## src/rtl/mapper_pkg.sv

```systemverilog
package mapper_pkg;

    typedef enum logic [1:0] {
        MIR_ONE_A  = 2'd0,
        MIR_ONE_B  = 2'd1,
        MIR_VERT   = 2'd2,
        MIR_HORIZ  = 2'd3
    } mirror_e;

    // control register bit positions
    localparam int CTL_SLOT_LOW = 2;   // 16 KB mode: lower slot switchable
    localparam int CTL_PRG_16K  = 3;   // 16 KB program switching
    localparam int CTL_GFX_4K   = 4;   // two independent 4 KB graphics banks

    localparam int OUTER_BIT    = 4;   // in low graphics register
    localparam int RAM_OFF_BIT  = 4;   // in program register

    localparam int PRG_OFS_W    = 14;  // 16 KB page
    localparam int GFX_OFS_W    = 12;  // 4 KB page

endpackage

```

## src/rtl/mapper_prg_bank.sv

```systemverilog
module mapper_prg_bank #(
    parameter  int BANKS = 32,
    localparam int BW    = $clog2(BANKS)
) (
    input  logic          split_mode,
    input  logic          low_switch,
    input  logic [3:0]    sel,
    input  logic          outer,
    input  logic          upper_half,
    output logic [BW-1:0] bank
);
    localparam int  RW   = 7;
    localparam bit  POW2 = (BANKS & (BANKS - 1)) == 0;

    logic [RW-1:0] base_d;
    logic [RW-1:0] raw_d;

    always_comb begin
        base_d = outer ? RW'(16) : '0;
        if (!split_mode) begin
            raw_d = base_d + RW'(sel) + RW'(upper_half);
        end else if (low_switch) begin
            raw_d = upper_half ? base_d + RW'(15) : base_d + RW'(sel);
        end else begin
            raw_d = upper_half ? base_d + RW'(sel) : base_d;
        end
    end

    generate
        if (POW2) begin : g_mask
            assign bank = BW'(raw_d);
        end else begin : g_mod
            assign bank = BW'(raw_d % RW'(BANKS));
        end
    endgenerate

endmodule

```

## src/rtl/mapper_gfx_bank.sv

```systemverilog
module mapper_gfx_bank #(
    parameter  int BANKS = 16,
    localparam int BW    = $clog2(BANKS)
) (
    input  logic          four_k,
    input  logic [4:0]    lo_sel,
    input  logic [4:0]    hi_sel,
    input  logic          upper_half,
    output logic [BW-1:0] bank
);
    localparam int RW   = 6;
    localparam bit POW2 = (BANKS & (BANKS - 1)) == 0;

    logic [RW-1:0] raw_d;

    always_comb begin
        if (four_k) begin
            raw_d = upper_half ? RW'(hi_sel) : RW'(lo_sel);
        end else begin
            raw_d = RW'({lo_sel[4:1], 1'b0}) + RW'(upper_half);
        end
    end

    generate
        if (POW2) begin : g_mask
            assign bank = BW'(raw_d);
        end else begin : g_mod
            assign bank = BW'(raw_d % RW'(BANKS));
        end
    endgenerate

endmodule

```

## src/rtl/bank_mapper.sv

```systemverilog
module bank_mapper
    import mapper_pkg::*;
#(
    parameter  int PRG_BANKS = 32,
    parameter  int GFX_BANKS = 16,
    localparam int PRG_BW    = $clog2(PRG_BANKS),
    localparam int GFX_BW    = $clog2(GFX_BANKS),
    localparam int PRG_AW    = PRG_BW + PRG_OFS_W,
    localparam int GFX_AW    = GFX_BW + GFX_OFS_W
) (
    input  logic              clk,
    input  logic              rst_n,
    input  logic [4:0]        ctrl_reg,
    input  logic [4:0]        gfx_lo_reg,
    input  logic [4:0]        gfx_hi_reg,
    input  logic [4:0]        prg_reg,
    input  logic [15:0]       cpu_addr,
    input  logic [12:0]       gfx_addr,
    output logic [PRG_AW-1:0] prg_phys_addr,
    output logic [GFX_AW-1:0] gfx_phys_addr,
    output logic              ram_en,
    output logic [1:0]        mirror_mode
);

    typedef struct packed {
        logic [PRG_AW-1:0] prg_addr;
        logic [GFX_AW-1:0] gfx_addr;
        logic              ram_en;
        mirror_e           mir;
    } map_out_t;

    map_out_t          out_d, out_q;
    logic [PRG_BW-1:0] prg_bank_d;
    logic [GFX_BW-1:0] gfx_bank_d;

    mapper_prg_bank #(.BANKS(PRG_BANKS)) u_prg (
        .split_mode (ctrl_reg[CTL_PRG_16K]),
        .low_switch (ctrl_reg[CTL_SLOT_LOW]),
        .sel        (prg_reg[3:0]),
        .outer      (gfx_lo_reg[OUTER_BIT]),
        .upper_half (cpu_addr[PRG_OFS_W]),
        .bank       (prg_bank_d)
    );

    mapper_gfx_bank #(.BANKS(GFX_BANKS)) u_gfx (
        .four_k     (ctrl_reg[CTL_GFX_4K]),
        .lo_sel     (gfx_lo_reg),
        .hi_sel     (gfx_hi_reg),
        .upper_half (gfx_addr[GFX_OFS_W]),
        .bank       (gfx_bank_d)
    );

    always_comb begin
        out_d          = '0;
        out_d.prg_addr = {prg_bank_d, cpu_addr[PRG_OFS_W-1:0]};
        out_d.gfx_addr = {gfx_bank_d, gfx_addr[GFX_OFS_W-1:0]};
        out_d.ram_en   = (cpu_addr[15:13] == 3'b011) && !prg_reg[RAM_OFF_BIT];
        out_d.mir      = mirror_e'(ctrl_reg[1:0]);
    end

    always_ff @(posedge clk or negedge rst_n) begin
        if (!rst_n) begin
            out_q <= '0;
        end else begin
            out_q <= out_d;
        end
    end

    assign prg_phys_addr = out_q.prg_addr;
    assign gfx_phys_addr = out_q.gfx_addr;
    assign ram_en        = out_q.ram_en;
    assign mirror_mode   = out_q.mir;

endmodule

```

## config.mk

```make
export PLATFORM = sky130hd
export DESIGN_NAME = bank_mapper
export DESIGN_NICKNAME = d
export VERILOG_FILES = /design/src/rtl/mapper_pkg.sv /design/src/rtl/mapper_prg_bank.sv /design/src/rtl/mapper_gfx_bank.sv /design/src/rtl/bank_mapper.sv
export SDC_FILE = /design/constraint.sdc
export NUM_CORES = 1
export LEC_CHECK = 0
export BUFFER_PORTS_ARGS = -buffer_cell sky130_fd_sc_hd__buf_2
export CAP_MARGIN = 30
export CELL_PAD_IN_SITES_DETAIL_PLACEMENT = 1
export CELL_PAD_IN_SITES_GLOBAL_PLACEMENT = 2
export CORE_ASPECT_RATIO = 0.9
export CORE_UTILIZATION = 25
export CTS_BUF_LIST = sky130_fd_sc_hd__clkbuf_4 sky130_fd_sc_hd__clkbuf_8 sky130_fd_sc_hd__clkbuf_16
export CTS_CLUSTER_DIAMETER = 50
export DETAILED_ROUTE_END_ITERATION = 7
export PLACE_DENSITY_LB_ADDON = 0.1
export SKIP_LAST_GASP = 1
export SYNTH_ARGS = -nofsm -noshare
export SYNTH_HDL_FRONTEND = slang
export SYNTH_HIERARCHICAL = 1
export SYNTH_SLANG_ARGS = --single-unit
```

## constraint.sdc

```tcl
create_clock -name clk -period 1 [get_ports clk]
set_clock_uncertainty 0.05 [all_clocks]
set_input_delay 0.1 -clock clk [delete_from_list [all_inputs] [get_ports clk]]
set_output_delay 0.1 -clock clk [all_outputs]
set_load 0.02 [all_outputs]
```

; ---- Word level (Yosys, flattened, before mapping)
; Cells that the tools add are included.
[op_classes]
addsub = 4
eq_ne = 1
mux = 7
n_reduce_logical = 2
[ops]
columns = op, n
row1 = 5-bit two-way mux, 5
row2 = 4-bit two-way mux, 2
row3 = 5-bit by 1-bit adder with 5-bit output, 1
row4 = 5-bit by 4-bit adder with 5-bit output, 1
row5 = "5-bit by 4-bit adder with 5-bit output, second input constant", 1
row6 = 4-bit by 1-bit adder with 4-bit output, 1
row7 = "3-bit by 2-bit == test with 1-bit output, second input constant", 1
row8 = 1-bit logical AND, 1
row9 = 1-bit logical NOT, 1
[totals]
ff_bits = 38
inputBits = 51
output_inout_bits = 38
wordCells = 18

; ---- Longest topological paths before layout
[depth]
word_depth = 5
depth_mapped = 5
mapped_depth_nobuf = 5

; ---- Hierarchy
; The synthesis kept the hierarchy.
[modules_own_cells]
columns = mod, instances, cells_each, area_per_inst_um2, seq_area_each_um2
row1 = bank_mapper, 1, 39, 963.4, 950.9
row2 = mapper_prg_bank, 1, 24, 172.7, 0.0
row3 = mapper_gfx_bank, 1, 7, 66.3, 0.0

; ---- Worst setup path after synthesis
; OpenSTA, ideal clock, no wires.
[synth_timing]
kind = input to register
from = input port prg_reg[0]
to = register out_q, in the netlist prg_phys_addr[15]
setup_time_ns = 0.125
arrival_time_ns = 0.820
required_time_ns = 0.825
setup_slack_ns = 0.005
path_stages = 3
path_buffers = 0
cell_sequence = ha_1 ha_1 mux2_4
[synth_rtl]
columns = element, line_no
row1 = from (decl), bank_mapper.sv:16  ; input logic [4:0] prg_reg,
row2 = to (signal assigned), bank_mapper.sv:65  ; out_q <= out_d;
row3 = to (decl), bank_mapper.sv:32  ; map_out_t out_d, out_q;

; ---- Worst setup path in the final report
[layout_timing]
from = register out_q, in the netlist gfx_phys_addr[9]
to = output port gfx_phys_addr[9]
[layout_rtl]
columns = element, line_no
row1 = to (decl), bank_mapper.sv:20  ; output logic [GFX_AW-1:0] gfx_phys_addr,
; No word-level cell between the ends.

==> flow_metrics.env <==
export IMPL_holdWs_ns=0.0254
export IMPL_final_hold_violation_count=0
export IMPL_placedCellCount=221
export IMPL_whs_endpoint="gfx_phys_addr[15]$_DFF_PN0_"
export IMPL_power_switching_w=0.000796
export IMPL_cp_max_fo=1
export IMPL_drv_cap=0
export IMPL_die_y_um=67.8
export IMPL_powerDensity_nw_per_um2=1450
export IMPL_tritoncts="built"
export IMPL_met2_usage_pct=28.4
export IMPL_rows=23
export IMPL_root_buffer="clkbuf_8"
export IMPL_ys_warn_count=6
export IMPL_port_buffer_count=87
export IMPL_boundaryPins=89
export IMPL_swShare_pct=24.7
export IMPL_pwr_share_seq_pct=51.2
export IMPL_hp_class="input pin to register"
export IMPL_dpl_cell_area_um2=1740
export IMPL_drc_errors=0
export IMPL_synth_distinct_cells=17
export IMPL_maxClockFrequency_ghz=1.05
export IMPL_fin_ws_ns=0.0457
export IMPL_cts_buffers_inserted=5
export IMPL_drive_gt1_share_pct=50.7
export IMPL_chipWidth_um=75.1
export IMPL_cp_start_kind="register"
export IMPL_cp_arrival_ns=0.80
export IMPL_final_cell_count_no_fill=265
export IMPL_n_antenna_cell=0
export IMPL_gp_congestion=0.750
export IMPL_nNetsFinal=257
export IMPL_syn_inst=70
export IMPL_fin_util_pct=48.7
export IMPL_grt_met1_usage_pct=14.1
export IMPL_vias=1063
export IMPL_synth_fp_nets=124
export IMPL_avgViaCountPerCell=4.01
export IMPL_grt_start_max_net_pins=39
export IMPL_internal_power_w=0.00243
export IMPL_hpwl_um=2280
export IMPL_grt_pass1_vias=1189
export IMPL_p_leak_nw=1.13
export IMPL_first_iter_violations=34
export IMPL_dr_pass1_iters=4
export IMPL_critPathTopFamily="flip-flops"
export IMPL_crit_type="register to output port"
export IMPL_slowest_delay_ns=0.37
export IMPL_avgRoutedWirePerCell_um=12.7
export IMPL_grt_overflow_total=0
export IMPL_cts_sinks=38
export IMPL_peakVddDrop_uv=887
export IMPL_outcome="finished, final reports clean"
export IMPL_combinationalPowerShare_pct=18.0
export IMPL_synth_area_per_cell_um2=17.2
export IMPL_grt_met3_usage_pct=5.37
export IMPL_place_ws_ns=-0.150
export IMPL_min_period_over_period_pct=95.4
export IMPL_syn_cell_area_um2=1200
export IMPL_clockBufferDepth=2
export IMPL_endpoint_kind="output port"
export IMPL_wirelength_um=3360
export IMPL_min_delay_path_depth=2
export IMPL_synthToLayoutAreaGrowth_pct=84.3
export IMPL_antenna_found_initial=0
export IMPL_hp_start="gfx_hi_reg[3]"
export IMPL_initial_core_util_pct=26.4
export IMPL_core_um2=4550
export IMPL_grt_first_pass_wirelength_um=5250
export IMPL_critical_path_cell_chain="buf_2"
export IMPL_yosysSeqAreaShare_pct=79.1
export IMPL_grt_busiest_layer="met2"
export IMPL_slew_viol_final=0
export IMPL_path_buf_inv=1
export IMPL_final_antenna_net_count=0
export IMPL_power_frac_clock_pct=30.8
export IMPL_period_minus_slack_ns=0.954
export IMPL_tightest_slew_ns=0.205
export IMPL_finalSetupViolCount=0
export IMPL_clk_pin_slew_ns=0.07
export IMPL_die_area_um2=5090
export IMPL_rsz0062_at_grt="false"
export IMPL_slowest_stage="dfrtp_1"
export IMPL_timing_slew_headroom_pct=86.3
export IMPL_htree_levels=2
export IMPL_ys_ff_latch=38
export IMPL_finish_instance_area_um2=2220
export IMPL_grt_usage_pct=14.6
export IMPL_worstPathRequired_ns=0.85
-- area by class of cell --
cell class	count	area (µm²)
fillers	519	2330
repair buffers	126	852
inverters	4	15.0
multi-input cells	28	236
clock buffers	6	76.3
clock inverters	1	7.51
well taps	62	77.6
flip-flops and latches	38	951
-- per-stage QoR --
stage / power (W) / setup TNS (ns)
6_report: 0.00322 / 0
3_3_place_gp: 0.00212 / -0.250
5_1_grt: 0.00340 / 0
4_1_cts: 0.00327 / 0
2_1_floorplan: 0.00187 / 0
3_5_place_dp: 0.00213 / -0.301
-- per-layer routing --
metal / wire (µm) / share of wire [%]
met1: 1270 / 38
met2: 1770 / 53
met3: 278 / 8.3
met4: 36 / 1.1
met5: 0 / 0
-- cell usage after synthesis --
master	number	area share (%)
dfrtp_1	38	79
a21oi_1	5	2.1
inv_1	4	1.2
mux2_4	4	5.0
ha_1	3	3.1
nor2_1	2	0.62
o21a_1	2	1.2
o21ai_0	2	0.83
xnor2_1	2	1.5
a31oi_1	1	0.52
and4bb_2	1	1.0
mux2i_1	1	0.83
nand2_2	1	0.52
nand3_1	1	0.42
nand4b_1	1	0.73
nor2_2	1	0.52
xor2_1	1	0.73
-- cells by family (layout without fill, tap and decap cells) --
kind of cell | after synthesis | count (layout) | synth area share, %
compound gates | 10 | 10 | 4.68
xor+xnor | 3 | 3 | 2.19
fa+ha+maj | 3 | 3 | 3.12
buf+inv | 4 | 137 | 1.25
flops | 38 | 38 | 79.1
mux | 5 | 5 | 5.83
simple gates | 7 | 7 | 3.85
-- how the worst max path moves through the flow --
stage / end / depth (start not counted) / slack (ns) / startpoint
finish: gfx_phys_addr[9] / 1 / 0.05 / gfx_phys_addr[9]$_DFF_PN0_
global route: gfx_phys_addr[8] / 1 / 0.002 / gfx_phys_addr[8]$_DFF_PN0_
CTS: prg_phys_addr[17] / 1 / 0.02 / prg_phys_addr[17]$_DFF_PN0_
detailed placement: prg_phys_addr[15]$_DFF_PN0_ / 4 / -0.15 / prg_reg[0]
global placement: prg_phys_addr[15]$_DFF_PN0_ / 4 / -0.14 / prg_reg[0]
floorplan: prg_phys_addr[15]$_DFF_PN0_ / 3 / 0.005 / prg_reg[0]
-- layout by cell type, fill, tap and decap left out, types with 2 or more instances in the layout --
cell           instances
xnor2_1                2
o21ai_0                2
clkbuf_8               5
nor2_1                 2
a21oi_1                5
buf_2                 84
dfrtp_1               38
mux2_4                 4
ha_1                   3
o21a_1                 2
dlygate4sd3_1         37
buf_6                  3
inv_1                  4
-- power by group through the flow --
stage,clock network (W),logic (W),registers [W]
final,0.000992,0.000580,0.00165
after global routing,0.00111,0.000632,0.00166
after CTS,0.00105,0.000570,0.00165
after detailed placement,0,0.000456,0.00168
after global placement,0,0.000447,0.00167
after floorplan,0,0.0000717,0.00180
-- sequential cells by signal, summed over array words and instances, names as in the netlist --
| signal | count |
|---|---|
| mirror_mode | 2 |
| ram_en | 1 |
| prg_phys_addr | 19 |
| gfx_phys_addr | 16 |
-- repair_timing --
action                                  CTS  global route
hold buffers                             37             0
setup buffers                             0             0
hold endpoints to repair                 71             0
resized for setup                         0             6
endpoints found under the setup margin    0             3
No activity file was read; power rests on OpenSTA's default activity.
